## config.mk

```make
export PLATFORM = sky130hd
export DESIGN_NAME = fb_xfer_engine
export DESIGN_NICKNAME = d
export VERILOG_FILES = /design/src/rtl/fbx_pkg.sv /design/src/rtl/fbx_addr_gen.sv /design/src/rtl/fbx_pixel_path.sv /design/src/rtl/fb_xfer_engine.sv
export SDC_FILE = /design/constraint.sdc
export NUM_CORES = 2
export LEC_CHECK = 0
export BUFFER_PORTS_ARGS = -buffer_cell sky130_fd_sc_hd__buf_2
export CAP_MARGIN = 5
export CORE_MARGIN = 5
export CORE_UTILIZATION = 61
export DETAILED_ROUTE_END_ITERATION = 8
export PLACE_DENSITY = 0.8
export SLEW_MARGIN = 0
export SYNTH_ARGS = -nofsm -noshare
export SYNTH_HDL_FRONTEND = slang
export SYNTH_SLANG_ARGS = --single-unit
```

## constraint.sdc

```tcl
create_clock -name clk -period 34.2 [get_ports clk]
set_input_delay 3.42 -clock clk [delete_from_list [all_inputs] [get_ports clk]]
set_output_delay 3.42 -clock clk [all_outputs]
set_load 0.005 [all_outputs]
```

## src/rtl/fbx_pkg.sv

```systemverilog
package fbx_pkg;

  localparam logic [2:0] FMT_RGBA8  = 3'd0;
  localparam logic [2:0] FMT_RGB8   = 3'd1;
  localparam logic [2:0] FMT_RGB565 = 3'd2;
  localparam logic [2:0] FMT_RGB5A1 = 3'd3;
  localparam logic [2:0] FMT_RGBA4  = 3'd4;

  typedef struct packed {
    logic [7:0] r;
    logic [7:0] g;
    logic [7:0] b;
    logic [7:0] a;
  } rgba_t;

  function automatic logic [2:0] fmt_bytes(input logic [2:0] f);
    case (f)
      FMT_RGBA8: return 3'd4;
      FMT_RGB8:  return 3'd3;
      default:   return 3'd2;
    endcase
  endfunction

  function automatic rgba_t fmt_decode(input logic [2:0] f, input logic [31:0] w);
    rgba_t c;
    case (f)
      FMT_RGBA8:  c = w;
      FMT_RGB8:   c = {w[23:16], w[15:8], w[7:0], 8'hFF};
      FMT_RGB565: c = {w[15:11], w[15:13], w[10:5], w[10:9], w[4:0], w[4:2], 8'hFF};
      FMT_RGB5A1: c = {w[15:11], w[15:13], w[10:6], w[10:8], w[5:1], w[5:3], {8{w[0]}}};
      FMT_RGBA4:  c = {w[15:12], w[15:12], w[11:8], w[11:8], w[7:4], w[7:4], w[3:0], w[3:0]};
      default:    c = '0;
    endcase
    return c;
  endfunction

  function automatic logic [31:0] fmt_encode(input logic [2:0] f, input rgba_t c);
    case (f)
      FMT_RGBA8:  return {c.r, c.g, c.b, c.a};
      FMT_RGB8:   return {8'h00, c.r, c.g, c.b};
      FMT_RGB565: return {16'h0, c.r[7:3], c.g[7:2], c.b[7:3]};
      FMT_RGB5A1: return {16'h0, c.r[7:3], c.g[7:3], c.b[7:3], c.a[7]};
      FMT_RGBA4:  return {16'h0, c.r[7:4], c.g[7:4], c.b[7:4], c.a[7:4]};
      default:    return 32'h0;
    endcase
  endfunction

endpackage

```

## src/rtl/fbx_addr_gen.sv

```systemverilog
// Byte offset of pixel (x,y) in a buffer that is either row-linear or
// made of 8x8 tiles with bit-interleaved order inside each tile.
module fbx_addr_gen #(
  parameter int DIM_W = 10,
  parameter int OFF_W = 2 * DIM_W + 3
) (
  input  logic [DIM_W-1:0] x,
  input  logic [DIM_W-1:0] y,
  input  logic [DIM_W-1:0] width,
  input  logic [2:0]       bpp,
  input  logic             tiled,
  output logic [OFF_W-1:0] off
);
  logic [OFF_W-1:0] xw, yw, ww, mort, pix;

  always_comb begin
    xw   = OFF_W'(x);
    yw   = OFF_W'(y);
    ww   = OFF_W'(width);
    mort = OFF_W'({y[2], x[2], y[1], x[1], y[0], x[0]});
    if (tiled) pix = ((xw >> 3) << 6) + mort + ((yw >> 3) << 3) * ww;
    else       pix = xw + yw * ww;
    off = pix * OFF_W'(bpp);
  end
endmodule

```

## src/rtl/fbx_pixel_path.sv

```systemverilog
// Decodes source words, accumulates per channel, averages by shift and
// re-encodes for the destination.
module fbx_pixel_path
  import fbx_pkg::*;
#(
  parameter int ACC_W = 10
) (
  input  logic        clk,
  input  logic        rst_n,
  input  logic        clr,
  input  logic        add,
  input  logic [2:0]  fmt_in,
  input  logic [31:0] word_in,
  input  logic [1:0]  shift,
  input  logic [2:0]  fmt_out,
  output logic [31:0] enc_word
);
  rgba_t                  dec, avg;
  logic [3:0][ACC_W-1:0]  acc_q, acc_n;

  assign dec = fmt_decode(fmt_in, word_in);

  for (genvar ch = 0; ch < 4; ch++) begin : g_chan
    always_comb begin
      if (clr)      acc_n[ch] = '0;
      else if (add) acc_n[ch] = acc_q[ch] + ACC_W'(dec[8*ch +: 8]);
      else          acc_n[ch] = acc_q[ch];
    end
    assign avg[8*ch +: 8] = 8'(acc_q[ch] >> shift);
  end

  always_ff @(posedge clk or negedge rst_n) begin
    if (!rst_n)          acc_q <= '0;
    else if (clr || add) acc_q <= acc_n;
  end

  assign enc_word = fmt_encode(fmt_out, avg);
endmodule

```

## src/rtl/fb_xfer_engine.sv

```systemverilog
module fb_xfer_engine
  import fbx_pkg::*;
#(
  parameter int ADDR_W = 32,
  parameter int DIM_W  = 10
) (
  input  logic              clk,
  input  logic              rst_n,
  input  logic              trig_we,
  input  logic              trig_val,
  input  logic [ADDR_W-1:0] cfg_src_addr,
  input  logic [ADDR_W-1:0] cfg_dst_addr,
  input  logic [DIM_W-1:0]  cfg_in_w,
  input  logic [DIM_W-1:0]  cfg_in_h,
  input  logic [DIM_W-1:0]  cfg_out_w,
  input  logic [DIM_W-1:0]  cfg_out_h,
  input  logic [2:0]        cfg_in_fmt,
  input  logic [2:0]        cfg_out_fmt,
  input  logic [1:0]        cfg_scale,
  input  logic              cfg_tiled_out,
  input  logic              cfg_no_swizzle,
  input  logic              cfg_flip,
  output logic              xfer_busy,
  output logic              done_irq,
  output logic              rd_req,
  output logic [ADDR_W-1:0] rd_addr,
  input  logic              rd_ack,
  input  logic [7:0]        rd_data,
  output logic              wr_req,
  output logic [ADDR_W-1:0] wr_addr,
  output logic [7:0]        wr_data,
  input  logic              wr_ack
);
  localparam int OFF_W = 2 * DIM_W + 3;

  typedef enum logic [1:0] {S_IDLE, S_RD, S_WR, S_DONE} state_t;

  state_t            state_q, state_n;
  logic [DIM_W-1:0]  x_q, x_n, y_q, y_n;
  logic [1:0]        pb_q, pb_n, pk_q, pk_n;
  logic [31:0]       wbuf_q, wbuf_n, word_mrg, enc_word;
  logic              acc_clr, acc_add;

  // captured configuration
  logic [ADDR_W-1:0] src_base_q, dst_base_q;
  logic [DIM_W-1:0]  in_w_q, in_h_q, out_w_q, out_h_q;
  logic [2:0]        fin_q, fout_q;
  logic              sx_q, sy_q, flip_q, src_tl_q, dst_tl_q;

  // trigger decode
  logic              sx_in, sy_in, start, empty;
  logic [DIM_W-1:0]  ow_in, oh_in;

  assign sx_in = (cfg_scale != 2'd0);
  assign sy_in = (cfg_scale == 2'd2);
  assign ow_in = cfg_out_w >> sx_in;
  assign oh_in = cfg_out_h >> sy_in;
  assign start = trig_we && trig_val && (state_q == S_IDLE) && !(cfg_tiled_out && sx_in);
  assign empty = (ow_in == '0) || (oh_in == '0);

  always_ff @(posedge clk or negedge rst_n) begin
    if (!rst_n) begin
      src_base_q <= '0; dst_base_q <= '0;
      in_w_q <= '0; in_h_q <= '0; out_w_q <= '0; out_h_q <= '0;
      fin_q <= '0; fout_q <= '0;
      sx_q <= 1'b0; sy_q <= 1'b0; flip_q <= 1'b0; src_tl_q <= 1'b0; dst_tl_q <= 1'b0;
    end else if (start) begin
      src_base_q <= cfg_src_addr; dst_base_q <= cfg_dst_addr;
      in_w_q <= cfg_in_w; in_h_q <= cfg_in_h; out_w_q <= ow_in; out_h_q <= oh_in;
      fin_q <= cfg_in_fmt; fout_q <= cfg_out_fmt;
      sx_q <= sx_in; sy_q <= sy_in; flip_q <= cfg_flip;
      src_tl_q <= !cfg_tiled_out;
      dst_tl_q <= cfg_no_swizzle ? !cfg_tiled_out : cfg_tiled_out;
    end
  end

  // source coordinate and per-pixel sizes
  logic [2:0]       sbpp, dbpp;
  logic [1:0]       pk_last;
  logic [DIM_W-1:0] ix, iy0, iy;
  logic [OFF_W-1:0] src_off, dst_off;

  assign sbpp    = fmt_bytes(fin_q);
  assign dbpp    = fmt_bytes(fout_q);
  assign pk_last = sy_q ? 2'd3 : (sx_q ? 2'd1 : 2'd0);
  assign ix      = x_q << sx_q;
  assign iy0     = y_q << sy_q;
  assign iy      = flip_q ? (in_h_q - DIM_W'(1) - iy0) : iy0;

  fbx_addr_gen #(.DIM_W(DIM_W), .OFF_W(OFF_W)) u_src_ag (
    .x(ix), .y(iy), .width(in_w_q), .bpp(sbpp), .tiled(src_tl_q), .off(src_off)
  );
  fbx_addr_gen #(.DIM_W(DIM_W), .OFF_W(OFF_W)) u_dst_ag (
    .x(x_q), .y(y_q), .width(out_w_q), .bpp(dbpp), .tiled(dst_tl_q), .off(dst_off)
  );

  assign rd_addr = src_base_q + ADDR_W'(src_off) + ADDR_W'(pk_q) * ADDR_W'(sbpp) + ADDR_W'(pb_q);
  assign wr_addr = dst_base_q + ADDR_W'(dst_off) + ADDR_W'(pb_q);
  assign wr_data = 8'(enc_word >> {pb_q, 3'b000});

  always_comb begin
    word_mrg = wbuf_q;
    for (int b = 0; b < 4; b++)
      if (pb_q == 2'(b)) word_mrg[8*b +: 8] = rd_data;
  end

  fbx_pixel_path u_pix (
    .clk(clk), .rst_n(rst_n), .clr(acc_clr), .add(acc_add),
    .fmt_in(fin_q), .word_in(word_mrg), .shift({sy_q, sx_q & ~sy_q}),
    .fmt_out(fout_q), .enc_word(enc_word)
  );

  // next-state process
  always_comb begin
    state_n = state_q; x_n = x_q; y_n = y_q; pb_n = pb_q; pk_n = pk_q;
    wbuf_n = wbuf_q; acc_clr = 1'b0; acc_add = 1'b0; rd_req = 1'b0; wr_req = 1'b0;
    case (state_q)
      S_IDLE: if (start) begin
        x_n = '0; y_n = '0; pb_n = '0; pk_n = '0; acc_clr = 1'b1;
        state_n = empty ? S_DONE : S_RD;
      end
      S_RD: begin
        rd_req = 1'b1;
        if (rd_ack) begin
          wbuf_n = word_mrg;
          if (pb_q == 2'(sbpp - 3'd1)) begin
            pb_n = '0; acc_add = 1'b1;
            if (pk_q == pk_last) begin pk_n = '0; state_n = S_WR; end
            else pk_n = pk_q + 2'd1;
          end else pb_n = pb_q + 2'd1;
        end
      end
      S_WR: begin
        wr_req = 1'b1;
        if (wr_ack) begin
          if (pb_q == 2'(dbpp - 3'd1)) begin
            pb_n = '0; acc_clr = 1'b1; state_n = S_RD;
            if (x_q == out_w_q - DIM_W'(1)) begin
              x_n = '0;
              if (y_q == out_h_q - DIM_W'(1)) state_n = S_DONE;
              else y_n = y_q + DIM_W'(1);
            end else x_n = x_q + DIM_W'(1);
          end else pb_n = pb_q + 2'd1;
        end
      end
      default: state_n = S_IDLE;
    endcase
  end

  // register process
  always_ff @(posedge clk or negedge rst_n) begin
    if (!rst_n) begin
      state_q <= S_IDLE; x_q <= '0; y_q <= '0; pb_q <= '0; pk_q <= '0; wbuf_q <= '0;
    end else begin
      state_q <= state_n; x_q <= x_n; y_q <= y_n; pb_q <= pb_n; pk_q <= pk_n; wbuf_q <= wbuf_n;
    end
  end

  assign xfer_busy = (state_q != S_IDLE);
  assign done_irq  = (state_q == S_DONE);
endmodule

```

## After elaboration in Yosys (flattened, before gate mapping)

Cells that the tools add are included.

- Register bits after elaboration: 213
- Output and inout bits: 76
- Bits of input ports: 129

- Reduce and logical (&&, ||, !) cells: 27
- $mul: 7
- Bitwise logic cells: 2
- Shift-type cells: 9
- Equal/unequal tests: 28
- Mux-type cells: 61
- Add/subtract/negate cells: 25

Operator list:

| operator | number |
|---|---|
| $pmux 32 s5 | 2 |
| $mux 10 | 17 |
| $add 32x2->32 | 2 |
| $add 32x23->32 | 2 |
| $add 23x23->23 | 2 |
| $mul 23x3->23 | 2 |
| $mux 23 | 2 |
| $add 10x20->21 | 2 |
| $add 10x8->10 | 4 |
| $mul 10x10->20 | 2 |
| $pmux 10 s2 | 2 |
| $shr 10x2->8 | 4 |
| $mux 2 | 18 |
| $mul 7x10->17 | 2 |
| $add 32x5->32 | 1 |
| $mux 8 | 4 |
| $shr 32x5->8 | 1 |
| $sub 10x1->10 const B | 3 |
| $add 13x6->14 | 2 |
| $add 10x1->10 const B | 2 |
| $eq 10x10->1 | 2 |
| $logic_not 10->1 | 2 |
| $shl 10x1->10 | 2 |
| $shr 10x1->10 | 2 |
| 28 further kinds | 75 |

## Depth between registers and ports, before layout

- Depth in word-level cells: 10
- Mapped depth: 56
- Mapped depth without buffers: 54

## Modules after synthesis

Synthesis repeated with hierarchy kept, for this count alone.

- Cell total of the unflattened synthesis: 4212
- Area, all modules: 34114.0 um2

By module, submodules not included:

| module | instances | cells each | sequential area each (um2) | area each (um2) |
|---|---|---|---|---|
| fb_xfer_engine | 1 | 1529 | 4329.2 | 12712.2 |
| fbx_addr_gen at u_src_ag | 1 | 1002 | 0.0 | 8082.8 |
| fbx_addr_gen at u_dst_ag | 1 | 966 | 0.0 | 7893.8 |
| fbx_pixel_path | 1 | 715 | 1001.0 | 5425.2 |

## Least setup slack after synthesis

OpenSTA, ideal clock, no wires.

- Kind: register -> output
- From: reg sy_q
- To: out rd_addr[26]
- Cell stages (with the launch flop): 56
- Required time: 30780 ps
- Arrival time: 11867 ps
- Setup slack: 18913 ps
- Cell sequence: dfrtp_1 > clkbuf_1 > clkbuf_1 > buf_1 > mux2i_1 > ha_1 > a21o_1 > a21oi_1 > o21bai_1 > a21oi_1 > o21bai_1 > a211oi_1 > xor2_1 > a21o_1 > clkbuf_1 > nand3_1 > fa_1 > fa_1 > [20 not listed] > ha_1 > and4_1 > nor3_1 > o21ai_0 > a21o_1 > a21o_1 > a211oi_1 > nor2_1 > ha_1 > ha_1 > a21o_1 > a211o_1 > a31o_2 > o31ai_1 > o2111ai_1 > a21o_1 > nand3_1 > xnor2_1

- Cells in the longest elaborated chain, start to end: 10
- Elaborated cells between the ends (all ways): 13
- Classes of those cells: 7 x add/sub; 3 x mul; 1 x shift; 2 x mux

RTL lines:

| what | RTL line | text |
|---|---|---|
| start, declared | fb_xfer_engine.sv:48 | `logic sx_q, sy_q, flip_q, src_tl_q, dst_tl_q;` |
| start signal, assigned | fb_xfer_engine.sv:71 | `sx_q <= sx_in; sy_q <= sy_in; flip_q <= cfg_flip;` |
| $shl 10x1->10 * | fb_xfer_engine.sv:87 | `assign iy0 = y_q << sy_q;` |
| $sub 10x10->10 | fb_xfer_engine.sv:88 | `assign iy = flip_q ? (in_h_q - DIM_W'(1) - iy0) : iy0;` |
| $mux 10 * | fb_xfer_engine.sv:88 |  |
| $mul 7x10->17 (tied with other cells) | fbx_addr_gen.sv:21 | `if (tiled) pix = ((xw >> 3) << 6) + mort + ((yw >> 3) << 3) * ww;` |
| $add 23x23->23 / $add 10x20->21 (equally long branches) | fbx_addr_gen.sv:21, fbx_addr_gen.sv:22 |  |
| $mux 23 * | fbx_addr_gen.sv:21 |  |
| $mul 23x3->23 * | fbx_addr_gen.sv:23 | `off = pix * OFF_W'(bpp);` |
| $add 32x23->32 * | fb_xfer_engine.sv:97 | `assign rd_addr = src_base_q + ADDR_W'(src_off) + ADDR_W'(pk_q) * ADDR_W'(sbpp) + ADDR_W'(pb_q);` |
| $add 32x5->32 * | fb_xfer_engine.sv:97 |  |
| $add 32x2->32 * | fb_xfer_engine.sv:97 |  |
| end, declared | fb_xfer_engine.sv:26 | `output logic [ADDR_W-1:0] rd_addr,` |

Every way passes the cells marked *; elsewhere a longest branch is shown, timed or not.

## Worst setup path in the final report

Ends and elaborated chain as after synthesis.

==> flow_summary.ini <==
[run_status]
status = finished clean

[clock_tree]
path_clk_slew_ps = 60
clockRootBuffer = clkbuf_16
ctsHoldBuffers = 0
cts_tree = yes
postCtsSetupBuffers = 0
cts_htree_levels = 1
cts_resized = 0
cts-buffers-inserted = 27
clock_latency_ps = 600
clock_sinks = 213
cts_buffer_depth = 3

[die]
ioPinCount = 205
std_cell_rows = 85
die_h_um = 243
die_w_um = 243
coreArea_um2 = 53700
initial_core_util_pct = 61.5
design.die.area_um2 = 58900

[worst_setup_path]
cpLargestDelayFamily = adder cells
path_max_fanout = 79
cp.arrival_ps = 13660
required_ps = 30780
end_kind = primary output
r2r_cells = 19
timing.rr.end = u_pix.acc_q[8]
crit_buf_inv = 8
timing.rr.start = pb_q[0]
ff2ff_setup_slack_ps = 29250
worstSetupPathType = reg -> out
cpMaxStageDelayCell = mux2i_1
critical_path.max_stage_delay_ps = 800
start_kind = register

[yosys]
avgSynthCellArea_um2 = 8.06
synth-edff-count = 0
synthArstFlopShare_pct = 100
synth_top_area_share_pct = 16.4
synth-seq-cells = 213
yosysUniqueCellTypes = 81
syn_inst = 4096
synth_top_cell_by_area = fa_1
synth_area_leaders = fa_1 16%, dfrtp_1 16%, ha_1 15%
ys.flop_type = dfrtp_1
yosysSeqAreaShare_pct = 16.1
synth_nets = 4890
ys_top_cells_by_count = 700 x nand2_1, 488 x inv_1, 395 x ha_1, 270 x fa_1, 251 x a21oi_1
yosysMostFrequentCell = nand2_1
ys.warnings.count = 0
synthesis.area_um2 = 33000

[route]
drt_wl_total_um = 86300
drt_iter0_markers = 1881
met1_length_um = 36400
drc = 0
vias = 28861
routedWlPerCell_um = 17.6
dr.pass1.iters = 6
vias_per_cell = 5.89
wl_met2_um = 40600
met3_wirelength_um = 6210
ant_nets = 0
topRoutingLayerUsed = met5

[global_route]
grt_first_pass_wirelength_um = 142000
grt_pass1_vias = 28557
grt-ovfl-total = 0
grt_max_degree = 95
antenna_found_initial = 10
grt_usage_pct = 28.5

[sta]
fin_crit_sh_pct = 49.9
setup_tns_ps = 0
fin_crit_ps = 17080
finalHoldViolCount = 0
relSlewSlack_pct = 27.9
rsz0062_at_grt = false
fmax_mhz = 58.6
skew_ps = 41.7
setup_violations = 0
slew_violations = 0
worst_pin_slew_ps = 1080

[final_layout]
nets = 4977
drive_above_1_share_pct = 8.19
area_growth_pct = 7.34
nFillCells = 4516

[worst_hold_path]
hp-start = fin_q[2]
hold_end = fin_q[2]
hp-class = reg -> reg
holdPathStages = 2

[flow_run]
maxCapViolCount = 0

[place]
globalplace.congestion = 0.950
dp_hpwl_um = 68800
port_buffers = 204
cell families after synthesis:
family | synth area share (%)
and+or+nand+nor | 18.3
AOI/OAI and AO/OA | 16.0
adders and majority gates | 31.3
buffers and inverters | 7.57
xor gates and xnor gates | 6.46
DFF | 16.1
muxes | 4.15
how the worst max path moves through the flow:
| stage | end | slack, ps | from | depth (start not counted) |
|---|---|---|---|---|
| 6_report | rd_addr[26] | 17120 | sy_q | 52 |
| 5_1_grt | rd_addr[28] | 16330 | sy_q | 55 |
| 2_1_floorplan | rd_addr[26] | 18910 | sy_q | 55 |
| 3_3_place_gp | rd_addr[26] | 18010 | sy_q | 54 |
| 3_5_place_dp | rd_addr[30] | 17840 | sy_q | 53 |
| 4_1_cts | rd_addr[26] | 17190 | sy_q | 53 |
sequential cells by signal, indices dropped and copies added, names as in the netlist, 2 cells and up:
signal and flops:
in_w_q 10, dst_base_q 32, y_q 10, pb_q 2, out_w_q 10, in_h_q 10
x_q 10, wbuf_q 32, pk_q 2, out_h_q 10, u_pix.acc_q 40, fout_q 3
src_base_q 32, fin_q 3, state_q 2
cell usage in the layout (no fill, tap or decap), drive strengths merged, types with 11 or more instances in the layout:
cell,count
or2,12
mux2i,94
o21a,44
nand3,44
a21o,70
buf,231
dfrtp,213
nor4,16
o22ai,18
mux2,34
nor3,44
a21oi,251
fa,270
nor2b,45
nand2,700
a31oi,35
or3,13
nor2,237
ha,395
and2,117
xor2,77
clkbuf,33
o21ai,199
nand2b,38
o21bai,32
o31ai,21
xnor2,164
o221ai,11
nand4,14
a211oi,34
a211o,14
inv,490
o211ai,18
and3,33
metal layers:
metal,track usage [%],vias to the layer above
li1,-,13860
met3,5.27,201
met4,8.68,12
met1,37.9,13842
met5,0,-
met2,47.9,946
tightest hold or removal path, cell delays in order (launching register included):
cell	delay (ps)
dfrtp_1	340
nand2_1	50
nand2_1	50
metrics by stage:
step	cell area, um^2	cells	utilization (%)	hold WS [ps]	setup slack, ps
after global routing	35400	4897	66.0	509	16330
after floorplan	33000	4096	-	452	18910
final	35400	4900	66.0	476	17120
after detailed placement	34500	4850	64.2	465	17840
after global placement	34500	4850	64.2	459	18010
after CTS	35400	4896	66.0	480	17190
final cells by class:
class / count / area [um^2] / area share (%)
clock buffers: 33 / 718 / 2.03
well taps: 696 / 871 / 2.46
repair buffers: 231 / 1230 / 3.48
diodes: 4 / 10.0 / 0.0283
inverters: 489 / 1840 / 5.18
flip-flops and latches: 213 / 5330 / 15.1
multi-input cells: 3221 / 25200 / 71.2
clock inverters: 13 / 211 / 0.597
Power is left out: the tool's default activity adds up to more than one toggle a clock period on the data nets, which glitch-free logic cannot reach.
